**src/rtl/cle_pkg.sv**
```systemverilog
package cle_pkg;

   typedef enum logic [1:0] {
      CLE_IDLE = 2'd0,
      CLE_UP   = 2'd1,
      CLE_DOWN = 2'd2,
      CLE_SELF = 2'd3
   } cle_op_e;

   // single count selected per cycle: charge, then discharge, then self
   function automatic cle_op_e cle_pick_op(input logic up, input logic dn,
                                           input logic sd, input logic hold);
      if (hold)    return CLE_IDLE;
      else if (up) return CLE_UP;
      else if (dn) return CLE_DOWN;
      else if (sd) return CLE_SELF;
      else         return CLE_IDLE;
   endfunction

endpackage

```
**src/rtl/cle_sat_ctr.sv**
```systemverilog
module cle_sat_ctr #(
   parameter int W   = 16,
   parameter int MAX = (1 << W) - 1
) (
   input  logic         clk,
   input  logic         rst_n,
   input  logic         clr_i,
   input  logic         inc_i,
   output logic [W-1:0] q_o
);
   localparam logic [W-1:0] TOP = W'(MAX);

   initial begin
      assert (MAX > 0 && MAX < (1 << W)) else $error("cle_sat_ctr: MAX out of range");
   end

   always_ff @(posedge clk or negedge rst_n) begin
      if (!rst_n)                    q_o <= '0;
      else if (clr_i)                q_o <= '0;
      else if (inc_i && q_o != TOP)  q_o <= q_o + W'(1);
   end
endmodule

```
**src/rtl/cle_thresh.sv**
```systemverilog
module cle_thresh #(
   parameter int W       = 16,
   parameter int NUM     = 241,
   parameter int SH      = 8,
   parameter bit USE_MUL = 1'b1
) (
   input  logic [W-1:0] cap_i,
   output logic [W-1:0] thr_o
);
   localparam int PW = W + SH;
   logic [PW-1:0] prod;

   generate
      if (USE_MUL) begin : g_mul
         assign prod = {{SH{1'b0}}, cap_i} * PW'(NUM);
      end else begin : g_shadd
         // 241 = 256 - 16 + 1
         initial begin
            assert (NUM == 241 && SH == 8) else $error("cle_thresh: shift-add form needs 241/256");
         end
         assign prod = ({{SH{1'b0}}, cap_i} << 8) - ({{SH{1'b0}}, cap_i} << 4)
                     + {{SH{1'b0}}, cap_i};
      end
   endgenerate

   assign thr_o = W'(prod >> SH);
endmodule

```
**src/rtl/cle_nac_core.sv**
```systemverilog
module cle_nac_core
   import cle_pkg::*;
#(
   parameter int W    = 16,
   parameter int LO_W = 8
) (
   input  logic         clk,
   input  logic         rst_n,
   input  cle_op_e      op_i,
   input  logic         done_i,
   input  logic         nimh_i,
   input  logic         zero_i,
   input  logic [W-1:0] cap_i,
   input  logic [W-1:0] thr_i,
   output logic [W-1:0] nac_o,
   output logic         carry_o,
   output logic         reach_o
);
   logic         up_q, up_d;
   logic [W-1:0] nac_d;
   logic [W:0]   cand;
   logic         room;

   initial begin
      assert (LO_W > 0 && LO_W < W) else $error("cle_nac_core: bad low-byte width");
   end

   always_comb begin
      // turning from down to up zeroes the low byte first
      if (up_q) cand = {1'b0, nac_o} + (W+1)'(1);
      else      cand = {1'b0, nac_o[W-1:LO_W], {LO_W{1'b0}}} + (W+1)'(1);
      room    = nac_o < cap_i;
      carry_o = (op_i == CLE_UP) && room && (cand <= {1'b0, cap_i})
                && (cand[LO_W-1:0] == '0);
      reach_o = (op_i == CLE_UP) && room && (cand >= {1'b0, cap_i});
   end

   always_comb begin
      nac_d = nac_o;
      up_d  = up_q;
      if (done_i) begin
         if (!nimh_i)            nac_d = cap_i;
         else if (nac_o < thr_i) nac_d = thr_i;
      end else begin
         unique case (op_i)
            CLE_UP: begin
               up_d = 1'b1;
               if (room) begin
                  if (zero_i)                   nac_d = '0;
                  else if (cand > {1'b0, cap_i}) nac_d = cap_i;
                  else                          nac_d = cand[W-1:0];
               end
            end
            CLE_DOWN, CLE_SELF: begin
               up_d = 1'b0;
               if (nac_o != '0) nac_d = nac_o - W'(1);
            end
            default: ;
         endcase
      end
   end

   always_ff @(posedge clk or negedge rst_n) begin
      if (!rst_n) begin
         nac_o <= '0;
         up_q  <= 1'b0;
      end else begin
         nac_o <= nac_d;
         up_q  <= up_d;
      end
   end
endmodule

```
**src/rtl/cap_learn_engine.sv**
```systemverilog
module cap_learn_engine
   import cle_pkg::*;
#(
   parameter int NAC_W    = 16,
   parameter int LO_W     = 8,
   parameter int CPI_W    = 8,
   parameter int CI_AT    = 64,
   parameter int SD_LIMIT = 4096,
   parameter int PFC      = 33792,
   parameter int THR_NUM  = 241,
   parameter int THR_SH   = 8,
   parameter bit THR_MUL  = 1'b1
) (
   input  logic             clk,
   input  logic             rst_n,
   input  logic             chg_cnt_i,
   input  logic             dis_cnt_i,
   input  logic             sdis_cnt_i,
   input  logic             done_i,
   input  logic             edv1_i,
   input  logic             cold_i,
   input  logic             nimh_i,
   output logic [NAC_W-1:0] nac_o,
   output logic [NAC_W-1:0] dcr_o,
   output logic [NAC_W-1:0] lmd_o,
   output logic [CPI_W-1:0] cpi_o,
   output logic             ci_o,
   output logic             vdq_o,
   output logic             brp_o,
   output logic             chg_en_o,
   output logic             valid_chg_o
);
   localparam int SD_W = $clog2(SD_LIMIT) + 1;
   localparam logic [SD_W-1:0]  SD_TOP  = SD_W'(SD_LIMIT);
   localparam logic [CPI_W-1:0] CI_PREV = CPI_W'(CI_AT - 1);

   initial begin
      assert (PFC > 0 && PFC < (1 << NAC_W)) else $error("cap_learn_engine: PFC out of range");
      assert (CI_AT > 0 && CI_AT < (1 << CPI_W)) else $error("cap_learn_engine: CI_AT out of range");
   end

   cle_op_e          op;
   logic [NAC_W-1:0] thr;
   logic             carry, reach, zero_nac, upd;
   logic             edv_q, armed_q, active_q;
   logic             full_now, down_now, dcr_inc, cpi_inc, sd_full, cold_hit;
   logic [SD_W-1:0]  sd_q;

   assign op       = cle_pick_op(chg_cnt_i, dis_cnt_i, sdis_cnt_i, done_i);
   assign down_now = (op == CLE_DOWN) || (op == CLE_SELF);
   assign full_now = (nac_o == lmd_o);
   assign zero_nac = carry && edv_q;
   assign upd      = zero_nac && vdq_o;
   assign sd_full  = (sd_q == SD_TOP);
   assign cold_hit = edv1_i && !edv_q && cold_i;
   assign dcr_inc  = !edv_q && ((op == CLE_DOWN) || (op == CLE_SELF && nac_o != '0));
   assign cpi_inc  = carry && !upd && ((nac_o < thr) || armed_q);

   cle_thresh #(.W(NAC_W), .NUM(THR_NUM), .SH(THR_SH), .USE_MUL(THR_MUL)) u_thr (
      .cap_i (lmd_o),
      .thr_o (thr)
   );

   cle_nac_core #(.W(NAC_W), .LO_W(LO_W)) u_nac (
      .clk     (clk),
      .rst_n   (rst_n),
      .op_i    (op),
      .done_i  (done_i),
      .nimh_i  (nimh_i),
      .zero_i  (zero_nac),
      .cap_i   (lmd_o),
      .thr_i   (thr),
      .nac_o   (nac_o),
      .carry_o (carry),
      .reach_o (reach)
   );

   cle_sat_ctr #(.W(NAC_W)) u_dcr (
      .clk (clk), .rst_n (rst_n),
      .clr_i (full_now && !dcr_inc), .inc_i (dcr_inc), .q_o (dcr_o)
   );

   cle_sat_ctr #(.W(SD_W), .MAX(SD_LIMIT)) u_sd (
      .clk (clk), .rst_n (rst_n),
      .clr_i (full_now && !dcr_inc), .inc_i (op == CLE_SELF), .q_o (sd_q)
   );

   cle_sat_ctr #(.W(CPI_W)) u_cpi (
      .clk (clk), .rst_n (rst_n),
      .clr_i (upd), .inc_i (cpi_inc), .q_o (cpi_o)
   );

   always_ff @(posedge clk or negedge rst_n) begin
      if (!rst_n) begin
         lmd_o       <= NAC_W'(PFC);
         edv_q       <= 1'b0;
         vdq_o       <= 1'b0;
         ci_o        <= 1'b1;
         brp_o       <= 1'b1;
         armed_q     <= 1'b1;
         active_q    <= 1'b0;
         valid_chg_o <= 1'b0;
      end else begin
         valid_chg_o <= carry;
         if (upd) lmd_o <= dcr_o;

         if (carry)       edv_q <= 1'b0;
         else if (edv1_i) edv_q <= 1'b1;

         if (done_i)
            vdq_o <= 1'b1;
         else if (upd || (carry && !edv_q) || sd_full || cold_hit)
            vdq_o <= 1'b0;
         else if (full_now)
            vdq_o <= 1'b1;

         if (upd)                                  ci_o <= 1'b0;
         else if (cpi_inc && cpi_o >= CI_PREV)     ci_o <= 1'b1;

         if (reach || zero_nac) brp_o <= 1'b0;

         if (down_now && nac_o != '0 && nac_o <= thr) armed_q <= 1'b1;
         else if (cpi_inc && nac_o >= thr)             armed_q <= 1'b0;

         if (carry)         active_q <= 1'b1;
         else if (down_now) active_q <= 1'b0;
      end
   end

   assign chg_en_o = (nac_o > thr) || active_q;
endmodule

```
**config.mk**
```make
export PLATFORM = sky130hd
export DESIGN_NAME = cap_learn_engine
export DESIGN_NICKNAME = d
export VERILOG_FILES = /design/src/rtl/cle_pkg.sv /design/src/rtl/cle_sat_ctr.sv /design/src/rtl/cle_thresh.sv /design/src/rtl/cle_nac_core.sv /design/src/rtl/cap_learn_engine.sv
export SDC_FILE = /design/constraint.sdc
export NUM_CORES = 1
export LEC_CHECK = 0
export ABC_AREA = 1
export ABC_CLOCK_PERIOD_IN_PS = 5500
export CORE_MARGIN = 1.5
export CORE_UTILIZATION = 50
export CTS_CLUSTER_SIZE = 16
export DETAILED_ROUTE_END_ITERATION = 8
export PLACE_DENSITY = 0.73
export SYNTH_ARGS = -nofsm -noshare
export SYNTH_HDL_FRONTEND = slang
export SYNTH_SLANG_ARGS = --single-unit
export TNS_END_PERCENT = 50
```
**constraint.sdc**
```tcl
create_clock -name clk -period 5.5 [get_ports clk]
set_clock_uncertainty 0.2 [all_clocks]
set_input_delay 0.825 -clock clk [delete_from_list [all_inputs] [get_ports clk]]
set_output_delay 0.825 -clock clk [all_outputs]
set_load 0.01 [all_outputs]
```
After elaboration in Yosys (flattened, before gate mapping) --
Index checks and enable logic that the tools add are counted.
Word-level totals: output and inout port bits 61, input port bits 9, register bits 77
Operators by class: reduce and logical (&&, ||, !) cells 47, magnitude comparators 9, add/sub/neg operators 6, $mul 1, mux-type cells 31, eq/ne operators 11, bitwise gates (word level) 1
Operator list (count):
- $mux W16 | 9
- $add A16 B1 Y17 const B | 2
- $lt A16 B16 Y1 | 2
- $pmux W16 S2 | 1
- $mux W13 | 2
- $mul A16 B8 Y24 const B | 1
- $logic_and A1 B1 Y1 | 21
- $ge A17 B16 Y1 | 1
- $gt A17 B16 Y1 | 1
- $le A17 B16 Y1 | 1
- $mux W17 | 1
- $add A16 B1 Y16 const B | 1
- $eq A16 B16 Y1 | 1
- $ge A16 B16 Y1 | 1
- $gt A16 B16 Y1 | 1
- $le A16 B16 Y1 | 1
- $mux W8 | 2
- $ne A16 B16 Y1 const B | 1
- $reduce_bool A16 Y1 | 1
- $reduce_bool A2 Y1 | 8
- $sub A16 B1 Y16 const B | 1
- $add A13 B1 Y13 const B | 1
- $eq A13 B13 Y1 const B | 1
- $ne A13 B13 Y1 const B | 1
- other kinds (18) | 43

Depth between registers and ports, before layout --
depth after elaboration 16, gate-level depth with buffers 31, gate-level depth less buffers 31

Cells and area by module --
Synthesis repeated with hierarchy kept, for this count alone.
Unflattened totals: cell total of the unflattened synthesis 1435, area, all modules 9873.2 um2
By module, submodules not included:
- cle_nac_core | seq. area each 425.4 um2, instances 1, cells each 553, area each 3337.0 um2
- cle_thresh | seq. area each 0.0 um2, instances 1, cells each 284, area each 2280.9 um2
- cap_learn_engine | seq. area each 581.8 um2, instances 1, cells each 241, area each 1767.9 um2
- cle_sat_ctr (u_dcr) | seq. area each 400.4 um2, instances 1, cells each 144, area each 1037.2 um2
- cle_sat_ctr (u_sd) | seq. area each 325.3 um2, instances 1, cells each 139, area each 938.4 um2
- cle_sat_ctr (u_cpi) | seq. area each 200.2 um2, instances 1, cells each 74, area each 511.7 um2

Worst setup path before layout --
OpenSTA, ideal clock, no wires.
path type reg-to-output, start reg lmd_o[7], end out chg_en_o, cell stages (with the launch flop) 24, path slack -360 ps, path buffers 0, arrival 4835 ps, path through dfrtp_1 inv_1 fa_1 inv_1 fa_1 fa_1 ha_1 ha_1 nand2_1 nor2_1 nand4_1 o21ai_0 nand3b_1 nand2_1 nand2_1 and2_1 ha_1 nand2_1 nor2_1 inv_1 nor4_1 inv_1 nand2_1 nand2_1
Between the ends: longest elaborated chain between the ends 3
Ends and longest elaborated chain:
- start: declaration | line cap_learn_engine.sv:25 | output logic [NAC_W-1:0] lmd_o,
- start signal: assignment | line cap_learn_engine.sv:95 | lmd_o <= NAC_W'(PFC);
- start signal: assignment | line cap_learn_engine.sv:105 | if (upd) lmd_o <= dcr_o;
- $mul A16 B8 Y24 | line cle_thresh.sv:15 | assign prod = {{SH{1'b0}}, cap_i} * PW'(NUM);
- $gt A16 B16 Y1 | line cap_learn_engine.sv:130 | assign chg_en_o = (nac_o > thr) || active_q;
- $logic_or A1 B1 Y1 | line cap_learn_engine.sv:130
- end: declaration | line cap_learn_engine.sv:30 | output logic chg_en_o,
No other way between the ends.

Final worst setup path --
start reg lmd_o[2], end out chg_en_o
Same word-level chain as after synthesis.

==> flow_metrics.tcl <==
set metrics [dict create \
    antenna_found_initial 0 \
    final_max_slew_viol_count 0 \
    core.rowCount 48 \
    cp-end-kind "primary output" \
    cp_slowest_cell "fa_1" \
    wl_per_cell_um 15.6 \
    wirelength_um 25500 \
    synth-edff-count 0 \
    status "complete, but fails checks" \
    synth_top_family_by_area "simple AND/OR/NAND/NOR gates" \
    vias 8811 \
    synth_xor_area_share_pct 3.21 \
    syn_inst 1214 \
    cts_tree "done" \
    yosys.area_share.simple_pct 30.8 \
    die_height_um 135 \
    grt_pass1_wl_um 41200 \
    grt.overflow.total 0 \
    cpMostUsedCell "ha_4" \
    die_x_um 135 \
    io_buffers 69 \
    cts_buffers 9 \
    drc 0 \
    critical_path.cell_chain "buf_6 -> fa_2 -> fa_1 -> fa_1 -> ha_4 -> ha_4 -> buf_4 -> nand2_4 -> o21ai_4 -> buf_6 -> nand3_1 -> a31o_2 -> and2_4 -> ha_4 -> nand4_1 -> nor4_4 -> inv_1 -> nand2_2 -> nand2_1 -> buf_2" \
    layout_min_cycle_time_ps 6020 \
    avgSynthCellArea_um2 7.18 \
    fmax_mhz 166 \
    drive_above_1_share_pct 23.0 \
    synthArstFlopShare_pct 100 \
    htree_levels 3 \
    maxCapViolations 0 \
    clock-sinks 77 \
    area_delta_synth_final_pct 31.9 \
    cp_max_fo 4 \
    firstDrtPassIters 5 \
    ys_types 50 \
    synth.area.mux_share_pct 0 \
    layout_worst_path_cycle_share_pct 109 \
    synth_seq_area_share_pct 22.2 \
    slew_headroom_pct 34.1 \
    hold_viol 0 \
    crit_path_start_kind "register" \
    gp_congestion 0.915 \
    cts_hold_buf 0 \
    max_stage_delay_ps 550 \
    yosys.area_share.adder_pct 23.2 \
    syn_area_mm2 0.00872 \
    core_area_mm2 0.0172 \
    grt_max_degree 59 \
    critical_path.top_delay_family "adder cells" \
    setup.worst_path.class "reg2out" \
    clk_pin_slew_ps 70 \
    grt_util_all_layers_pct 28.5 \
    nNetsFinal 1552 \
    fill_cells 1486 \
    syn_nets 1362 \
    setup_viol 7 \
    violations "setup timing" \
    synthTopCellsByArea "dfrtp_1 21%, ha_1 14%, nand2_1 14%" \
    ys.flop_type "dfrtp_1" \
    clock_latency_ps 360 \
    antennaDiodeCount 0 \
    synth_top_cell_by_area "dfrtp_1" \
    io_pins 70 \
    cts_max_path_buffers 2 \
    rsz0062_at_grt "true" \
    arrival_ps 4990 \
    design.die.area_mm2 0.0182 \
    yosysWarnings 0 \
    final_antenna_net_count 0 \
    cts-root-buf "clkbuf_16" \
    ys_top_cells_by_count "322 x nand2_1, 156 x inv_1, 101 x ha_1, 96 x nor2_1, 83 x nand3_1" \
    drt_iter0_markers 603 \
    pre_cts_slack_ps -751 \
    grt_pass1_vias 8398 \
    dp_hpwl_um 19800 \
    timing.critical_path.buf_inv 5 \
    hp-class "in2async" \
    yosys.area.top_type_share_pct 20.7 \
    tightest_slew_ps 989 \
    start_util_pct 50.8 \
    setup_ws_ps -516 \
    yosysMostFrequentCell "nand2_1" \
    avgViaCountPerCell 5.39 \
    worstPathRequired_ps 4470 \
    ys_ff_latch 77 \
    synth_compound_area_share_pct 11.8 \
]
[cell usage in the layout (no fill, tap or decap), types with 14 or more instances in the layout]
| cell | instances |
|---|---|
| fa_1 | 37 |
| clkdlybuf4s50_1 | 67 |
| a21oi_2 | 14 |
| ha_1 | 72 |
| nand2_1 | 305 |
| buf_4 | 131 |
| nor3_1 | 22 |
| o21ai_0 | 45 |
| nand2_2 | 22 |
| dfrtp_1 | 64 |
| nand4_1 | 18 |
| inv_1 | 143 |
| a21oi_1 | 56 |
| ha_4 | 29 |
| xor2_1 | 22 |
| nor2_1 | 88 |
| inv_2 | 17 |
| o21ai_1 | 20 |
| nand3_1 | 79 |
[metrics by stage]
step	hold slack, ps	setup TNS (ps)	instance area [µm²]	util (%)	std cells
floorplan	253	0	8820	-	1214
global placement	265	-642	10500	61.2	1600
detailed placement	269	-1540	10500	61.2	1600
CTS	162	-784	11100	64.4	1624
global route	175	-5350	11500	67.0	1634
finish	150	-603	11500	67.0	1634
[cells by family after synthesis]
group / after synthesis
and+or+nand+nor: 597
xor gates and xnor gates: 32
buffers and inverters: 187
AOI/OAI and AO/OA: 182
adders and majority gates: 139
DFF: 77
[worst register-to-register path, delay by kind of cell (launching register included)]
kind                     cells  cell delay [ps]
AO/OA/AOI/OAI                4              750
adder cells (fa/ha/maj)      6             2150
buffers and inverters        7              840
flip-flops                   1              540
AND/OR/NAND/NOR             12              930
[path summary, 6_finish.rpt]
check | start | endpoint | slack, ps | cells after the start
setup / recovery | lmd_o[2] | chg_en_o | -520 | 20
hold / removal | rst_n | u_nac.nac_o[13] | 150 | 1
setup reg to reg | lmd_o[10] | u_nac.nac_o[5] | -40 | 29
hold reg to reg | brp_o | brp_o | 280 | 2
max in group asynchronous | rst_n | lmd_o[1] | 3890 | 2
min in group clk | brp_o | brp_o | 280 | 2
[cell type report]
type                    count  area [µm²]  share of cell area, %
multi-input cells         950        6680                   58.1
clock buffers              10         229                   1.99
clock inverters             6        47.5                  0.413
well taps                 225         282                   2.45
flip-flops and latches     77        1940                   16.9
repair buffers            202        1700                   14.8
inverters                 164         623                   5.41
[what timing repair did]
action	CTS	global route
buffers inserted	8	10
gates resized for setup	44	67
endpoints found under the hold margin	0	0
pin swaps	34	51
endpoints found under the setup margin	22	27
[metal layers]
| metal | vias to the layer above | routed length [µm] | GRT usage, % |
|---|---|---|---|
| met5 | - | 0 | 0 |
| met4 | 0 | 584 | 8.24 |
| met3 | 46 | 1330 | 2.93 |
| met2 | 270 | 12300 | 47.2 |
| met1 | 4154 | 11300 | 39.7 |
| li1 | 4341 | - | - |
[registers in the layout, indices dropped and copies added (netlist names), 8 cells and up]
register     count
lmd_o           16
u_cpi.q_o        8
u_dcr.q_o       16
u_nac.nac_o     16
u_sd.q_o        13
Power is left out: the tool's default activity adds up to more than one toggle a clock period on the data nets, which glitch-free logic cannot reach.
